--- src/rtl/mac_hdr_filter.sv ---
module mac_hdr_filter #(
  parameter int OFF_W = 5
) (
  input  logic             clk,
  input  logic             rst_n,
  input  logic             sof,
  input  logic             in_valid,
  input  logic [7:0]       in_byte,
  input  logic [15:0]      local_pan,
  input  logic [15:0]      local_short,
  input  logic [63:0]      local_ext,
  output logic             done,
  output logic             hdr_ok,
  output logic             mode_err,
  output logic [2:0]       frame_type,
  output logic             ack_req,
  output logic             ack_needed,
  output logic             intra_pan,
  output logic [1:0]       dst_mode,
  output logic [1:0]       src_mode,
  output logic [7:0]       seq_num,
  output logic [OFF_W-1:0] payload_off
);

  logic [15:0] fcf, dpan;
  logic [63:0] daddr;
  logic [7:0]  seq;
  logic [OFF_W-1:0] cnt, dlen, slen_full, slen, hdr_len, dend;
  logic active, fin, bad, pan_ok, addr_ok;
  logic [2:0] didx;

  assign frame_type = fcf[2:0];
  assign ack_req    = fcf[5];
  assign intra_pan  = fcf[6];
  assign dst_mode   = fcf[11:10];
  assign src_mode   = fcf[15:14];
  assign seq_num    = seq;

  assign bad       = (dst_mode == 2'd1) || (src_mode == 2'd1);
  assign dlen      = (dst_mode == 2'd2) ? OFF_W'(4) : (dst_mode == 2'd3) ? OFF_W'(10) : '0;
  assign slen_full = (src_mode == 2'd2) ? OFF_W'(4) : (src_mode == 2'd3) ? OFF_W'(10) : '0;
  assign slen      = (intra_pan && dst_mode != 2'd0 && src_mode != 2'd0) ? slen_full - OFF_W'(2) : slen_full;
  assign hdr_len   = bad ? OFF_W'(3) : OFF_W'(3) + dlen + slen;
  assign dend      = (dst_mode == 2'd2) ? OFF_W'(7) : OFF_W'(13);
  assign didx      = cnt[2:0] - 3'd5;

  assign pan_ok  = (dpan == local_pan) || (dpan == 16'hFFFF);
  assign addr_ok = (dst_mode == 2'd2) ? (daddr[15:0] == local_short || daddr[15:0] == 16'hFFFF)
                                      : (daddr == local_ext);

  assign mode_err    = fin && bad;
  assign hdr_ok      = fin && !bad &&
                       ((dst_mode == 2'd0) ? (src_mode != 2'd0 || frame_type == 3'd2) : (pan_ok && addr_ok));
  assign ack_needed  = hdr_ok && ack_req;
  assign payload_off = hdr_len;

  always_ff @(posedge clk) begin
    if (!rst_n) begin
      fcf <= '0; seq <= '0; dpan <= '0; daddr <= '0;
      cnt <= '0; active <= 1'b0; fin <= 1'b0; done <= 1'b0;
    end else begin
      done <= 1'b0;
      if (in_valid && sof) begin
        fcf <= {8'h00, in_byte};
        seq <= '0; dpan <= '0; daddr <= '0;
        cnt <= OFF_W'(1);
        active <= 1'b1;
        fin <= 1'b0;
      end else if (in_valid && active) begin
        cnt <= cnt + OFF_W'(1);
        if (cnt == OFF_W'(1)) fcf[15:8] <= in_byte;
        if (cnt == OFF_W'(2)) seq <= in_byte;
        if (!bad && dst_mode != 2'd0) begin
          if (cnt == OFF_W'(3)) dpan[7:0]  <= in_byte;
          if (cnt == OFF_W'(4)) dpan[15:8] <= in_byte;
          if (cnt >= OFF_W'(5) && cnt < dend) daddr[{didx, 3'b000} +: 8] <= in_byte;
        end
        if (cnt >= OFF_W'(2) && cnt == hdr_len - OFF_W'(1)) begin
          active <= 1'b0;
          fin    <= 1'b1;
          done   <= 1'b1;
        end
      end
    end
  end


  done_pulse_chk: assert property (@(posedge clk) disable iff (!rst_n) done |=> !done);

  done_len_chk: assert property (@(posedge clk) disable iff (!rst_n)
    done |-> (!active && payload_off >= OFF_W'(3) && payload_off <= OFF_W'(23)));

  seq_cap_chk: assert property (@(posedge clk) disable iff (!rst_n)
    (in_valid && !sof && active && cnt == OFF_W'(2)) |=> (seq_num == $past(in_byte)));

  restart_chk: assert property (@(posedge clk) disable iff (!rst_n)
    (in_valid && sof) |=> (!done && !hdr_ok && !mode_err));

  hold_chk: assert property (@(posedge clk) disable iff (!rst_n)
    (fin && !(in_valid && sof)) |=> $stable({mode_err, payload_off, seq_num, fcf}));

  err_len_chk: assert property (@(posedge clk) disable iff (!rst_n)
    (done && mode_err) |-> (payload_off == OFF_W'(3) && !hdr_ok));

endmodule

--- config.mk ---
export PLATFORM = sky130hd
export DESIGN_NAME = mac_hdr_filter
export DESIGN_NICKNAME = d
export VERILOG_FILES = /design/src/rtl/mac_hdr_filter.sv
export SDC_FILE = /design/constraint.sdc
export NUM_CORES = 1
export LEC_CHECK = 0
export BUFFER_PORTS_ARGS = -buffer_cell sky130_fd_sc_hd__buf_4
export CAP_MARGIN = 10
export CORE_MARGIN = 2
export CORE_UTILIZATION = 55
export DETAILED_ROUTE_END_ITERATION = 10
export PLACE_DENSITY = 0.81
export SETUP_SLACK_MARGIN = 0.1
export SKIP_LAST_GASP = 1
export SYNTH_ARGS = -nofsm -noshare
export SYNTH_HDL_FRONTEND = slang
export SYNTH_SLANG_ARGS = --single-unit
--- constraint.sdc ---
create_clock -name clk -period 3.5 [get_ports clk]
set_input_delay 0.525 -clock clk [delete_from_list [all_inputs] [get_ports clk]]
set_output_delay 0.525 -clock clk [all_outputs]
set_load 0.1 [all_outputs]
==> results.json, run 1 <==
{
  "outcome": "finished with violations",
  "violations": "negative setup slack",
  "detailroute.via_count": 5067,
  "startpoint_of_the_most_critical_setup_path": "fcf[14]",
  "worst_hold_path_type": "in -> reg",
  "initialDrtViolationCount": 324,
  "design.final.nets": 905,
  "critPathCaptureType": "output port",
  "power_density_mw_per_mm2": 320,
  "setup.worst_path.class": "reg -> out",
  "yosysSeqAreaShare": 0.358,
  "use_met2": 0.459,
  "post_synth_instance_area_mm2": 0.00588,
  "shortest_clock_period_the_worst_path_allows_after_layout_ps": 3510,
  "timing.hold.worst.start": "sof",
  "setup_repair_after_global_routing_missed_its_margin": "true",
  "final_critical_path_setup_slack_ps": -13.5,
  "grt_start_max_net_pins": 57,
  "io_pins": 134,
  "die_w_um": 107,
  "placed_cells": 900,
  "yosys.area.top_type": "sky130_fd_sc_hd__dfxtp_1",
  "clk_pin_slew_ps": 90,
  "synthesis.nets": 780,
  "area.growth.synth_to_final_pct": 24.9,
  "tritoncts_clock_tree": "done",
  "seq_area_mm2": 0.00212,
  "layout_worst_path_cycle_share": 1.00,
  "r2r-start": "fcf[14]",
  "power.ir.vdd_worst_uv": 280,
  "vias_per_cell": 5.50,
  "dpl.hpwl_um": 12100,
  "worst_path_max_delay_cell": "sky130_fd_sc_hd__dfxtp_4",
  "critical_path.max_stage_delay_ps": 360,
  "tightestPinTransition_ps": 855,
  "global_route.overflow_total": 0,
  "critical_path_arrival_ps": 2990,
  "n_antenna_cell": 0,
  "grt_first_pass_wirelength_um": 25600,
  "synth-seq-cells": 105,
  "grt_pass1_vias": 4994,
  "max_slew_margin": 0.428,
  "critical-path-top-delay-family": "adder cells",
  "yosysWarningCount": 0,
  "cts.path.max_buffers": 2,
  "timing.final.hold_violations": 0,
  "post_detailed_routing_wire_length_um": 16400,
  "report.final.setup_viol": 1,
  "fmax_mhz": 285,
  "router_iterations_before_antenna_repair": 5,
  "cts_sinks": 105,
  "floorplan.die_area_mm2": 0.0115,
  "avgRoutedWirePerCell_um": 17.8,
  "drc": 0,
  "worstSkewPairLatency_ps": 370,
  "routabilityCongestion": 0.893,
  "placementRows": 37,
  "globalRoute.busiestLayer": "met2",
  "nFillCells": 821,
  "stdcell_count": 921,
  "worst_clock_skew_ps": 13.0,
  "combined_global_route_utilization_of_all_metal_layers": 0.286,
  "synth_edf_count": 0,
  "drv_slew": 0,
  "die-height_um": 107,
  "grt_antenna_before_repair": 0,
  "worst-endpoint-required_ps": 2970,
  "setup_total_negative_slack_ps": -13.5,
  "synth_ff_type": "sky130_fd_sc_hd__dfxtp_1",
  "synthArstFlopShare": 0,
  "yosysTopAreaCellShare": 0.358,
  "cts_htree_levels": 3,
  "initial_core_util": 0.567,
  "root_cell_of_the_clock_tree": "sky130_fd_sc_hd__clkbuf_8",
  "layout.cells.most_common": "sky130_fd_sc_hd__buf_4",
  "timing.critical_path.mode_cell": "sky130_fd_sc_hd__ha_1",
  "drive_above_1_share": 0.239,
  "cts.hold.buffers_added": 0,
  "synthDistinctLibCells": 50,
  "use_met3": 0.0454,
  "cts-buffers-inserted": 9,
  "timing.critical_path.from_type": "register",
  "post_synth_main_area_contributors": "sky130_fd_sc_hd__dfxtp_1, sky130_fd_sc_hd__xnor2_1, sky130_fd_sc_hd__mux2i_1",
  "crit_chain": "nand2b_1 > ha_1 > nand2_1 > o21ai_1 > a21oi_1 > ha_1 > ha_1 > inv_1 > fa_2 > xnor2_1 > or3_4 > a21oi_4 > buf_12",
  "buffer_ports.inserted": 132,
  "critical_path_peak_fanout": 3,
  "critical_path_buf_inv_count": 2,
  "postSynthCellCount": 655,
  "number_of_maximum_capacitance_constraint_violations": 0,
  "post_synth.cell_area_avg_um2": 8.98,
  "p_leak_nw": 2.60,
  "final_antenna_net_count": 0,
  "final_cell_mix": "sky130_fd_sc_hd__buf_4, sky130_fd_sc_hd__dfxtp_1, sky130_fd_sc_hd__xnor2_1",
  "multi_input_area_mm2": 0.00366,
  "grt_util_met1": 0.389,
  "core_mm2": 0.0104
}
[cell families after synthesis]
| logic type | after synthesis | synth area share |
|---|---|---|
| xor gates and xnor gates | 104 | 0.156 |
| other | 1 | 0.000638 |
| muxes | 72 | 0.123 |
| and+or+nand+nor | 259 | 0.236 |
| AOI/OAI and AO/OA | 53 | 0.0575 |
| DFF | 105 | 0.358 |
| adders and majority gates | 17 | 0.0375 |
| buffers and inverters | 44 | 0.0319 |
[layout make-up]
type	instances	share of cell area
Tap cell	136	0.0232
Timing Repair Buffer	148	0.156
Multi-Input combinational cell	506	0.498
Inverter	10	0.00511
Clock inverter	6	0.0112
Clock buffer	10	0.0174
Sequential cell	105	0.289
[layer usage]
layer | wire (um) | part of all wire
met5 | 0 | 0
met1 | 7140 | 0.44
met4 | 470 | 0.029
met2 | 7670 | 0.47
met3 | 1100 | 0.067
[state kept, by name (all words and copies together), names as in the netlist]
| register | flops |
|---|---|
| active | 1 |
| cnt | 5 |
| daddr | 64 |
| done | 1 |
| dpan | 16 |
| fcf | 9 |
| fin | 1 |
| seq_num | 8 |
[power breakdown]
part           switching (mW)  internal [mW]  total [mW]
combinational           0.186          0.156       0.343
clock                   0.404          0.399       0.803
sequential            0.00573           1.20        1.20
[timing repair]
item                                    in CTS  in global routing
endpoints found under the setup margin       1                  5
pin swaps                                    1                  1
resized for setup                            4                  4
buffers inserted                             2                  3
[synthesized netlist by cell type (2+ instances only)]
master                      count
sky130_fd_sc_hd__nand4_1       34
sky130_fd_sc_hd__o21ai_0        6
sky130_fd_sc_hd__buf_2          5
sky130_fd_sc_hd__buf_4          4
sky130_fd_sc_hd__nor4_1         9
sky130_fd_sc_hd__nand2b_1       7
sky130_fd_sc_hd__a21boi_0       5
sky130_fd_sc_hd__nor4_4         6
sky130_fd_sc_hd__nor2_1        82
sky130_fd_sc_hd__mux2i_1       72
sky130_fd_sc_hd__o2111ai_1      3
sky130_fd_sc_hd__xor2_1         5
sky130_fd_sc_hd__nand3_1       25
sky130_fd_sc_hd__xnor2_1       98
sky130_fd_sc_hd__dfxtp_1      105
sky130_fd_sc_hd__a21oi_1       25
sky130_fd_sc_hd__nand2_1       48
sky130_fd_sc_hd__nor3_1         4
sky130_fd_sc_hd__clkbuf_1      22
sky130_fd_sc_hd__buf_1          2
sky130_fd_sc_hd__nor4b_1        2
sky130_fd_sc_hd__o21a_1         2
sky130_fd_sc_hd__nor3b_1        2
sky130_fd_sc_hd__a31oi_1        2
sky130_fd_sc_hd__ha_1          16
sky130_fd_sc_hd__and2_1        28
sky130_fd_sc_hd__or3_1          2
sky130_fd_sc_hd__and3_1         3
sky130_fd_sc_hd__inv_1         10
[through the flow]
step / area [um^2] / hold slack [ps] / utilization / worst slack (ps) / power (mW)
global route: 7340 / 444 / 0.708 / -163 / 2.43
CTS: 7310 / 430 / 0.705 / -29.2 / 2.34
detailed placement: 7060 / 451 / 0.681 / 211 / 1.57
finish: 7340 / 439 / 0.708 / -13.5 / 2.35
floorplan: 5960 / 444 / - / -102 / 1.41
global placement: 7060 / 447 / 0.681 / 291 / 1.56
[worst paths after layout]
path / depth (start not counted) / to / slack, ps
worst min-delay path: 2 / cnt[0] / 440
worst min register to register: 2 / seq_num[2] / 460
worst max register to register: 14 / active / 330
worst max-delay path: 13 / payload_off[4] / -10
No activity file was read; power rests on OpenSTA's default activity.
==> inputs of run 2 (changes only) <==
--- a/config.mk
+++ b/config.mk
@@ -8,9 +8,8 @@
 export BUFFER_PORTS_ARGS = -buffer_cell sky130_fd_sc_hd__buf_4
 export CAP_MARGIN = 10
 export CORE_MARGIN = 2
-export CORE_UTILIZATION = 55
+export CORE_UTILIZATION = 30
 export DETAILED_ROUTE_END_ITERATION = 10
-export PLACE_DENSITY = 0.81
 export SETUP_SLACK_MARGIN = 0.1
 export SKIP_LAST_GASP = 1
 export SYNTH_ARGS = -nofsm -noshare
==> results.json, run 2 (same netlist as run 1, synthesis figures left out) <==
{
  "finalPower_mw": 2.65,
  "global_route.overflow_total": 0,
  "layout.cells.most_common": "sky130_fd_sc_hd__buf_4",
  "initial_core_util": 0.304,
  "cts.path.max_buffers": 2,
  "die-height_um": 144,
  "grt_pass1_vias": 4803,
  "setup_repair_after_global_routing_missed_its_margin": "true",
  "clk_pin_slew_ps": 70,
  "use_met3": 0.0172,
  "placementRows": 51,
  "r2r-start": "fcf[14]",
  "worst_path_max_delay_cell": "sky130_fd_sc_hd__dfxtp_4",
  "n_antenna_cell": 0,
  "r2r_cells": 14,
  "setup.worst_path.class": "reg -> out",
  "detailroute.via_count": 4980,
  "initialDrtViolationCount": 355,
  "number_of_maximum_capacitance_constraint_violations": 0,
  "drive_above_1_share": 0.257,
  "seq_area_mm2": 0.00212,
  "use_met2": 0.276,
  "cts_htree_levels": 3,
  "hold-worst-slack_ps": 463,
  "fmax_mhz": 287,
  "final_antenna_net_count": 0,
  "p_leak_nw": 2.70,
  "timing.hold.worst.start": "seq_num[2]",
  "worst-endpoint-required_ps": 2970,
  "nFillCells": 1918,
  "combined_global_route_utilization_of_all_metal_layers": 0.173,
  "largest_register_ffs": 64,
  "setup.reg_to_reg.worst_slack_ps": 360,
  "buffer_ports.inserted": 132,
  "cts-buffers-inserted": 9,
  "grt_util_met1": 0.241,
  "outcome": "completed",
  "dpl.hpwl_um": 13500,
  "avgRoutedWirePerCell_um": 17.3,
  "endpoint_of_the_worst_slack_reg_to_reg_timing_path": "active",
  "drc": 0,
  "worstSkewPairLatency_ps": 360,
  "worst_clock_skew_ps": 10.7,
  "root_cell_of_the_clock_tree": "sky130_fd_sc_hd__clkbuf_16",
  "io_pins": 134,
  "router_iterations_before_antenna_repair": 5,
  "final_cell_mix": "sky130_fd_sc_hd__buf_4, sky130_fd_sc_hd__dfxtp_1, sky130_fd_sc_hd__xnor2_1",
  "hold_end": "seq_num[2]",
  "critical_path_peak_fanout": 4,
  "max_slew_margin": 0.474,
  "worst_hold_path.num_cells": 2,
  "floorplan.die_area_mm2": 0.0207,
  "timing.critical_path.from_type": "register",
  "multi_input_area_mm2": 0.00371,
  "power.ir.vdd_worst_uv": 232,
  "report.final.setup_viol": 0,
  "grt_antenna_before_repair": 0,
  "startpoint_of_the_most_critical_setup_path": "fcf[14]",
  "registers_with_the_most_flip_flops": "daddr: 64 flops, dpan: 16 flops, fcf: 9 flops",
  "post_detailed_routing_wire_length_um": 18200,
  "worst_hold_path_type": "reg -> reg",
  "crit_chain": "nand2b_4 > ha_4 > nand2_2 > o21ai_2 > a21oi_2 > ha_1 > ha_2 > inv_2 > fa_2 > xnor2_2 > or3_4 > a21oi_4 > buf_12",
  "tightestPinTransition_ps": 784,
  "timing.final.hold_violations": 0,
  "area.growth.synth_to_final_pct": 30.6,
  "critical_path.max_stage_delay_ps": 370,
  "setup_total_negative_slack_ps": 0,
  "vias_per_cell": 4.72,
  "cts.hold.buffers_added": 0,
  "critical_path_arrival_ps": 2960,
  "critPathCaptureType": "output port",
  "tritoncts_clock_tree": "done",
  "routabilityCongestion": 0.834,
  "critical_path_buf_inv_count": 2,
  "critical-path-top-delay-family": "adder cells",
  "cts_sinks": 105,
  "die_w_um": 144,
  "grt_start_max_net_pins": 97,
  "power_density_mw_per_mm2": 344,
  "design.final.nets": 909,
  "core_mm2": 0.0193,
  "globalRoute.busiestLayer": "met2",
  "max_flop_register": "daddr",
  "drv_slew": 0,
  "shortest_clock_period_the_worst_path_allows_after_layout_ps": 3490,
  "grt_first_pass_wirelength_um": 26700,
  "layout_worst_path_cycle_share": 0.996
}
run 2: cell types whose count changed in the layout (fill, tap and decap cells not counted), sizes merged:
| cell | before | now |
|---|---|---|
| inv | 10 | 12 |
| buf | 148 | 152 |
| clkbuf | 10 | 12 |
| bufinv | 2 | 1 |
| clkinv | 2 | 0 |
| clkinvlp | 2 | 1 |
run 2: final cells by class:
class | instances | share of cell area
Clock buffer | 12 | 0.0336
Clock inverter | 4 | 0.00717
Inverter | 10 | 0.00489
Timing Repair Buffer | 152 | 0.152
Multi-Input combinational cell | 506 | 0.484
Tap cell | 265 | 0.0432
Sequential cell | 105 | 0.276
run 2: where the power goes:
group / switching (mW) / internal (mW)
logic: 0.195 / 0.160
clock network: 0.484 / 0.605
registers: 0.00554 / 1.20
run 2: how the worst max path moves through the flow:
stage                     cells after the start              to  slack [ps]
final                                        13  payload_off[4]          10
after global routing                         12  payload_off[4]         -90
after CTS                                    13  payload_off[4]         -60
after detailed placement                     13  payload_off[4]         200
after global placement                       13  payload_off[4]         260
after floorplan                              15          active        -100
run 2: tightest hold or removal path, delay by kind of cell, from the launching register on:
| family | cells | cell delay, ps |
|---|---|---|
| flip-flops | 1 | 320 |
| AO/OA/AOI/OAI | 1 | 50 |
| AND/OR/NAND/NOR | 1 | 50 |
run 2: through the flow:
step / instances / setup slack, ps / instance area, um^2 / utilization
final: 1054 / 13.6 / 7680 / 0.397
after global routing: 1054 / -88.0 / 7680 / 0.397
after CTS: 1051 / -59.0 / 7600 / 0.393
after detailed placement: 1033 / 203 / 7250 / 0.375
after global placement: 1033 / 258 / 7250 / 0.375
after floorplan: 655 / -102 / 5960 / -
run 2: repair_timing:
action | CTS | global route
setup buffers | 2 | 3
pin swaps | 2 | 7
endpoints found under the setup margin | 1 | 4
resized for setup | 4 | 12
run 2: routing by layer:
| layer | up-vias | wire [um] |
|---|---|---|
| li1 | 2516 | - |
| met3 | 17 | 657 |
| met2 | 117 | 8360 |
| met4 | 0 | 364 |
| met5 | - | 0 |
| met1 | 2330 | 8830 |
